**config.mk**
```make
export PLATFORM = sky130hd
export DESIGN_NAME = pipe_prio_arb
export DESIGN_NICKNAME = d
export VERILOG_FILES = /design/src/rtl/arb_pkg.sv /design/src/rtl/arb_cfg_regs.sv /design/src/rtl/arb_picker.sv /design/src/rtl/arb_tracker.sv /design/src/rtl/pipe_prio_arb.sv
export SDC_FILE = /design/constraint.sdc
export NUM_CORES = 1
export LEC_CHECK = 0
export ABC_AREA = 1
export BUFFER_PORTS_ARGS = -buffer_cell sky130_fd_sc_hd__buf_4
export CELL_PAD_IN_SITES_DETAIL_PLACEMENT = 1
export CELL_PAD_IN_SITES_GLOBAL_PLACEMENT = 1
export CORE_UTILIZATION = 46
export DETAILED_ROUTE_END_ITERATION = 12
export PLACE_DENSITY = 0.86
export SYNTH_ARGS = -nofsm -noshare
export SYNTH_HDL_FRONTEND = slang
export SYNTH_SLANG_ARGS = --single-unit
```
**constraint.sdc**
```tcl
create_clock -name clk_i -period 15.05 [get_ports clk_i]
set_input_delay 4.515 -clock clk_i [delete_from_list [all_inputs] [get_ports clk_i]]
set_output_delay 4.515 -clock clk_i [all_outputs]
set_load 0.005 [all_outputs]
```
**src/rtl/arb_pkg.sv**
```systemverilog
package arb_pkg;
  localparam logic [1:0] CFG_PIPE = 2'd0;
  localparam logic [1:0] CFG_RPT  = 2'd1;
  localparam logic [1:0] CFG_PARK = 2'd2;
  localparam int PARK_IDX_LSB = 4;

  typedef enum logic [1:0] {
    PARK_NONE  = 2'd0,
    PARK_LAST  = 2'd1,
    PARK_FIXED = 2'd2,
    PARK_RSVD  = 2'd3
  } park_mode_e;
endpackage

```
**src/rtl/arb_cfg_regs.sv**
```systemverilog
module arb_cfg_regs
  import arb_pkg::*;
#(
  parameter int N_MST     = 4,
  parameter int MAX_DEPTH = 4,
  parameter int MAX_RPT   = 8
) (
  input  logic                                 clk_i,
  input  logic                                 rst_ni,
  input  logic                                 we_i,
  input  logic [1:0]                           addr_i,
  input  logic [PARK_IDX_LSB+$clog2(N_MST)-1:0] wdata_i,
  output logic [$clog2(MAX_DEPTH+1)-1:0]       depth_o,
  output logic                                 rpt_en_o,
  output logic [$clog2(MAX_RPT+1)-1:0]         rpt_lim_o,
  output park_mode_e                           park_mode_o,
  output logic [$clog2(N_MST)-1:0]             park_idx_o
);
  localparam int IW  = $clog2(N_MST);
  localparam int DCW = $clog2(MAX_DEPTH + 1);
  localparam int RCW = $clog2(MAX_RPT + 1);
  localparam int DFW = $clog2(MAX_DEPTH);
  localparam int RFW = $clog2(MAX_RPT);

  logic [DCW-1:0] depth_wr;
  logic [RCW-1:0] lim_wr;

  always_comb begin
    depth_wr = DCW'(wdata_i[DFW-1:0]) + DCW'(1);
    if (depth_wr > DCW'(MAX_DEPTH)) depth_wr = DCW'(MAX_DEPTH);
    lim_wr = RCW'(wdata_i[RFW:1]) + RCW'(1);
    if (lim_wr > RCW'(MAX_RPT)) lim_wr = RCW'(MAX_RPT);
  end

  always_ff @(posedge clk_i or negedge rst_ni) begin
    if (!rst_ni) begin
      depth_o     <= DCW'(MAX_DEPTH);
      rpt_en_o    <= 1'b0;
      rpt_lim_o   <= RCW'(MAX_RPT);
      park_mode_o <= PARK_NONE;
      park_idx_o  <= '0;
    end else if (we_i) begin
      case (addr_i)
        CFG_PIPE: depth_o <= depth_wr;
        CFG_RPT: begin
          rpt_en_o  <= wdata_i[0];
          rpt_lim_o <= lim_wr;
        end
        CFG_PARK: begin
          park_mode_o <= park_mode_e'(wdata_i[1:0]);
          park_idx_o  <= wdata_i[PARK_IDX_LSB +: IW];
        end
        default: ;
      endcase
    end
  end
endmodule

```
**src/rtl/arb_picker.sv**
```systemverilog
module arb_picker #(
  parameter int N_MST  = 4,
  parameter int PRIO_W = 2
) (
  input  logic [N_MST-1:0]                            req_i,
  input  logic [N_MST*PRIO_W-1:0]                     prio_i,
  input  logic [(1<<PRIO_W)*$clog2(N_MST)-1:0]        rr_ptr_i,
  output logic                                        vld_o,
  output logic [$clog2(N_MST)-1:0]                    idx_o
);
  localparam int IW   = $clog2(N_MST);
  localparam int LVLS = 1 << PRIO_W;

  logic [LVLS-1:0][N_MST-1:0] lvl_mask;
  logic [PRIO_W-1:0]          top_lvl;
  logic [N_MST-1:0]           cand;
  logic [IW-1:0]              ptr;

  for (genvar l = 0; l < LVLS; l++) begin : g_lvl
    for (genvar i = 0; i < N_MST; i++) begin : g_mst
      assign lvl_mask[l][i] = req_i[i] && (prio_i[i*PRIO_W +: PRIO_W] == PRIO_W'(l));
    end
  end

  always_comb begin
    logic found;
    found   = 1'b0;
    top_lvl = '0;
    for (int l = LVLS - 1; l >= 0; l--) begin
      if (!found && |lvl_mask[l]) begin
        found   = 1'b1;
        top_lvl = PRIO_W'(l);
      end
    end
    cand  = lvl_mask[top_lvl];
    ptr   = rr_ptr_i[top_lvl*IW +: IW];
    vld_o = 1'b0;
    idx_o = '0;
    // search starts one past the last winner of this level
    for (int k = 1; k <= N_MST; k++) begin
      int j;
      j = int'(ptr) + k;
      if (j >= N_MST) j = j - N_MST;
      if (!vld_o && cand[j]) begin
        vld_o = 1'b1;
        idx_o = IW'(j);
      end
    end
  end
endmodule

```
**src/rtl/arb_tracker.sv**
```systemverilog
module arb_tracker #(
  parameter int N_MST     = 4,
  parameter int PRIO_W    = 2,
  parameter int MAX_DEPTH = 4,
  parameter int MAX_RPT   = 8
) (
  input  logic                                  clk_i,
  input  logic                                  rst_ni,
  input  logic                                  start_i,
  input  logic                                  done_i,
  input  logic [$clog2(N_MST)-1:0]              win_idx_i,
  input  logic [PRIO_W-1:0]                     win_lvl_i,
  input  logic [$clog2(MAX_RPT+1)-1:0]          rpt_lim_i,
  output logic [$clog2(MAX_DEPTH+1)-1:0]        outst_o,
  output logic [$clog2(N_MST)-1:0]              owner_o,
  output logic                                  own_vld_o,
  output logic [$clog2(MAX_RPT+1)-1:0]          run_o,
  output logic [(1<<PRIO_W)*$clog2(N_MST)-1:0]  rr_ptr_o
);
  localparam int IW   = $clog2(N_MST);
  localparam int LVLS = 1 << PRIO_W;
  localparam int RCW  = $clog2(MAX_RPT + 1);

  logic [LVLS-1:0][IW-1:0] rr_q;

  always_ff @(posedge clk_i or negedge rst_ni) begin
    if (!rst_ni) begin
      outst_o <= '0;
    end else if (start_i && !done_i) begin
      outst_o <= outst_o + 1'b1;
    end else if (!start_i && done_i && outst_o != '0) begin
      outst_o <= outst_o - 1'b1;
    end
  end

  always_ff @(posedge clk_i or negedge rst_ni) begin
    if (!rst_ni) begin
      owner_o   <= '0;
      own_vld_o <= 1'b0;
      run_o     <= '0;
      rr_q      <= '0;
    end else if (start_i) begin
      owner_o          <= win_idx_i;
      own_vld_o        <= 1'b1;
      rr_q[win_lvl_i]  <= win_idx_i;
      // run restarts once the limit was reached
      if (own_vld_o && owner_o == win_idx_i && run_o < rpt_lim_i) run_o <= run_o + 1'b1;
      else run_o <= RCW'(1);
    end
  end

  assign rr_ptr_o = rr_q;
endmodule

```
**src/rtl/pipe_prio_arb.sv**
```systemverilog
module pipe_prio_arb
  import arb_pkg::*;
#(
  parameter int N_MST     = 4,
  parameter int PRIO_W    = 2,
  parameter int MAX_DEPTH = 4,
  parameter int MAX_RPT   = 8
) (
  input  logic                                   clk_i,
  input  logic                                   rst_ni,
  input  logic [N_MST-1:0]                       req_i,
  input  logic [N_MST*PRIO_W-1:0]                prio_i,
  input  logic                                   data_done_i,
  input  logic                                   cfg_we_i,
  input  logic [1:0]                             cfg_addr_i,
  input  logic [PARK_IDX_LSB+$clog2(N_MST)-1:0]  cfg_wdata_i,
  output logic [N_MST-1:0]                       gnt_o,
  output logic                                   start_o,
  output logic [$clog2(MAX_DEPTH+1)-1:0]         outstanding_o
);
  localparam int IW   = $clog2(N_MST);
  localparam int LVLS = 1 << PRIO_W;
  localparam int DCW  = $clog2(MAX_DEPTH + 1);
  localparam int RCW  = $clog2(MAX_RPT + 1);

  logic [DCW-1:0]       cfg_depth;
  logic                 cfg_rpt_en;
  logic [RCW-1:0]       cfg_rpt_lim;
  park_mode_e           cfg_park_mode;
  logic [IW-1:0]        cfg_park_idx;

  logic [IW-1:0]        owner;
  logic                 own_vld;
  logic [RCW-1:0]       run_cnt;
  logic [LVLS*IW-1:0]   rr_ptr;

  logic [N_MST-1:0]     owner_oh, others, req_eff;
  logic                 full, rpt_hold, rpt_skip;
  logic                 pick_vld;
  logic [IW-1:0]        pick_idx, win_idx;
  logic [PRIO_W-1:0]    win_lvl;

  arb_cfg_regs #(
    .N_MST(N_MST), .MAX_DEPTH(MAX_DEPTH), .MAX_RPT(MAX_RPT)
  ) u_cfg (
    .clk_i      (clk_i),
    .rst_ni     (rst_ni),
    .we_i       (cfg_we_i),
    .addr_i     (cfg_addr_i),
    .wdata_i    (cfg_wdata_i),
    .depth_o    (cfg_depth),
    .rpt_en_o   (cfg_rpt_en),
    .rpt_lim_o  (cfg_rpt_lim),
    .park_mode_o(cfg_park_mode),
    .park_idx_o (cfg_park_idx)
  );

  assign owner_oh = own_vld ? (N_MST'(1) << owner) : '0;
  assign others   = req_i & ~owner_oh;
  assign full     = outstanding_o >= cfg_depth;
  assign rpt_hold = cfg_rpt_en && own_vld && req_i[owner] && (run_cnt < cfg_rpt_lim);
  assign rpt_skip = cfg_rpt_en && own_vld && (run_cnt >= cfg_rpt_lim) && |others;
  assign req_eff  = rpt_skip ? others : req_i;

  arb_picker #(.N_MST(N_MST), .PRIO_W(PRIO_W)) u_pick (
    .req_i   (req_eff),
    .prio_i  (prio_i),
    .rr_ptr_i(rr_ptr),
    .vld_o   (pick_vld),
    .idx_o   (pick_idx)
  );

  assign win_idx = rpt_hold ? owner : pick_idx;
  assign win_lvl = prio_i[win_idx*PRIO_W +: PRIO_W];

  always_comb begin
    gnt_o = '0;
    if (full) begin
      gnt_o = '0;
    end else if (rpt_hold) begin
      gnt_o = owner_oh;
    end else if (pick_vld) begin
      gnt_o = N_MST'(1) << pick_idx;
    end else begin
      case (cfg_park_mode)
        PARK_LAST:  gnt_o = owner_oh;
        PARK_FIXED: if (int'(cfg_park_idx) < N_MST) gnt_o = N_MST'(1) << cfg_park_idx;
        default:    gnt_o = '0;
      endcase
    end
  end

  assign start_o = |(gnt_o & req_i);

  arb_tracker #(
    .N_MST(N_MST), .PRIO_W(PRIO_W), .MAX_DEPTH(MAX_DEPTH), .MAX_RPT(MAX_RPT)
  ) u_trk (
    .clk_i    (clk_i),
    .rst_ni   (rst_ni),
    .start_i  (start_o),
    .done_i   (data_done_i),
    .win_idx_i(win_idx),
    .win_lvl_i(win_lvl),
    .rpt_lim_i(cfg_rpt_lim),
    .outst_o  (outstanding_o),
    .owner_o  (owner),
    .own_vld_o(own_vld),
    .run_o    (run_cnt),
    .rr_ptr_o (rr_ptr)
  );
endmodule

```
==> metrics.yaml <==
status: "completed"
overflow: 0
rsz0062_at_grt: "false"
criticalPathCategory: "input port to output port"
cts_buffers: 5
p_per_area_mw_per_mm2: 241
dp_worst_setup_slack_ns: 2.58
intPower_mw: 0.355
crit_top_cell: "nand2_1"
clk_pin_slew_ns: 0.07
path_delay_family: "simple AND/OR/NAND/NOR gates"
yosys.cell_types.count: 41
grt_pass1_vias: 3291
hold_violations: 0
cts_resized: 0
die_x_um: 83.8
crit_start: "req_i[3]"
htreeDepth: 2
worstPathRequired_ns: 10.54
clkPwrFrac_pct: 8.4
post_cts_buffers: 0
synth_warnings: 0
drive_gt1_share_pct: 19.5
synth.ff_latch_count: 30
final_cell_count_no_fill: 590
yosys.area.top_type: "dfrtp_1"
grt_start_max_net_pins: 31
endpoint_kind: "output port"
p_sw_mw: 0.474
port_buffers: 31
grt.total_usage_pct: 27.1
most-common-layout-cells: "nand2_1 (167), inv_1 (64), nor2_1 (35)"
cap_viol_max_count: 0
antenna_cells: 0
drtPass1Iterations: 4
min_to: "u_trk.rr_ptr_o[3]$_DFFE_PN0P_"
drc: 0
netlist_instances: 479
post-place-cells: 582
min-delay-path-class: "flip-flop to flip-flop"
vias: 3119
timing.rr.start: "u_cfg.rpt_lim_o[3]$_DFFE_PN1P_"
clockBufferDepth: 2
period_minus_slack_ns: 12.49
cts-root-buf: "clkbuf_8"
min_from: "u_trk.rr_ptr_o[3]$_DFFE_PN0P_"
critical_path.startpoint_type: "input port"
drt_iter0_drc: 96
ctsHoldBuffers: 0
avgSynthCellArea_um2: 6.42
viasPerCell: 5.29
met3_usage_pct: 3.17
worst_pin_slew_ns: 0.508
netlist_top_cells_area: "dfrtp_1 (23%), nand2_1 (20%), inv_1 (7.8%), nand3_1 (5.4%), ha_1 (4.9%)"
wirelength_mm: 8.66
p_leak_nw: 1.95
cts_tree: "yes"
area_growth_pct: 12.1
ant_nets: 0
final_common_cell: "nand2_1"
design.die.area_mm2: 0.00701
wl_per_cell_um: 14.7
start_util_pct: 48.1
postLayoutSetupSlackWorst_ns: 2.56
cp_data_arrival_time_ns: 7.97
timing.hold.ws_ns: 0.492
die_height_um: 83.8
final-setup-viol-count: 0
drv_slew: 0
routabilityCongestion: 0.891
use_met1_pct: 32.3
dpl_cell_area_mm2: 0.00335
finClkSkew_ns: 0.0101
grt_pass1_wl_mm: 15.3
hpwlAfterDp_mm: 7.24
use_met2_pct: 48.9
top_usage_layer: "met2"
slew_headroom_pct: 65.9
fin_tns_setup_ns: 0
comb_power_share_pct: 75.2
r2r-end: "u_trk.outst_o[2]$_DFFE_PN0P_"
fmax_mhz: 80.1
fin_area_mm2: 0.00345
core-area_mm2: 0.00639
crit_buf_inv: 5
slowest_delay_ns: 0.24
antenna_found_initial: 0
critPathSlowestCell: "nor2_8"
swShare_pct: 57.2
rows: 29
synth_area_mm2: 0.00307
nNetsFinal: 549
syn_nets: 516
r2r_setup_slack_ns: 10.12
pin_count: 32
power_frac_seq_pct: 16.4
clk_latency_ns: 0.29
fin_crit_sh_pct: 83.0
synth_seq_area_share_pct: 24.5
r2r_cells: 36
hold_depth: 2
cts.sinks: 30
yosys.area.top_type_share_pct: 22.8
vdd_drop_max_mv: 0.136
cp_max_fo: 13
## how the worst max path moves through the flow
stage                     endpoint  slack (ns)  depth (start not counted)
after floorplan            start_o        3.63                         27
after global placement     start_o        2.75                         29
after detailed placement   start_o        2.58                         29
after CTS                  start_o        2.57                         29
after global routing       start_o        2.12                         28
final                      start_o        2.56                         29
## routing by layer
metal  routed length [µm]  vias to the layer above  part of all wire, %
met3                  175                       23                  2.0
met4                  277                        0                  3.2
li1                     -                     1581                    -
met1                 3750                     1465                   43
met5                    0                        -                    0
met2                 4460                       50                   51
## synthesized netlist by cell type, drive strengths merged
master  number
o22a         1
nand3       43
clkinv       2
o21bai       3
inv         69
a221oi       1
nor3         1
dfrtp       28
o211ai       3
a21boi       3
ha          12
nand2      195
fa           1
dfstp        2
nor2        44
xor2         3
or2          1
a21oi       18
buf          5
o21ai       31
a31oi        3
nand3b       3
nand4        4
o22ai        3
## cells by family (layout without fill, tap and decap cells)
group | after synthesis | in the layout | share of synthesized area, %
flip-flops | 30 | 30 | 24.5
adder cells (fa/ha/maj) | 13 | 13 | 5.54
AND/OR/NAND/NOR | 291 | 291 | 45.7
AO/OA/AOI/OAI | 66 | 66 | 12.5
buffers and inverters | 76 | 110 | 10.7
XOR/XNOR | 3 | 3 | 1.10
## power groups by stage
stage / registers, mW / clock network, mW / logic [mW]
2_1_floorplan: 0.125 / 0 / 0.487
3_3_place_gp: 0.136 / 0 / 0.598
3_5_place_dp: 0.138 / 0 / 0.624
4_1_cts: 0.136 / 0.0700 / 0.629
5_1_grt: 0.140 / 0.0741 / 0.703
6_report: 0.136 / 0.0693 / 0.623
## registers in the layout (all words and copies together) (netlist names)
signal             cells
u_trk.rr_ptr_o         8
u_cfg.rpt_lim_o        4
u_trk.run_o            4
u_cfg.depth_o          3
u_trk.outst_o          3
u_cfg.park_idx_o       2
u_cfg.park_mode_o      2
u_trk.owner_o          2
u_cfg.rpt_en_o         1
u_trk.own_vld_o        1
## layout make-up
class | count | area [µm²]
Fill cell | 901 | 2940
Timing Repair Buffer | 31 | 233
Inverter | 71 | 275
Clock buffer | 6 | 82.6
Tap cell | 77 | 96.3
Sequential cell | 30 | 753
Clock inverter | 2 | 12.5
Multi-Input combinational cell | 373 | 1990
## stage by stage
step / power, mW / util, %
floorplan: 0.612 / -
global placement: 0.734 / 52.5
detailed placement: 0.761 / 52.5
CTS: 0.836 / 54.0
global route: 0.917 / 54.0
finish: 0.829 / 54.0
## worst min-delay path: stages, from the launching register on
cell and delay (ns):
dfrtp_1 0.34, nand2_1 0.05, o21ai_1 0.06
Note: power is estimated with default switching activity, not from simulation.
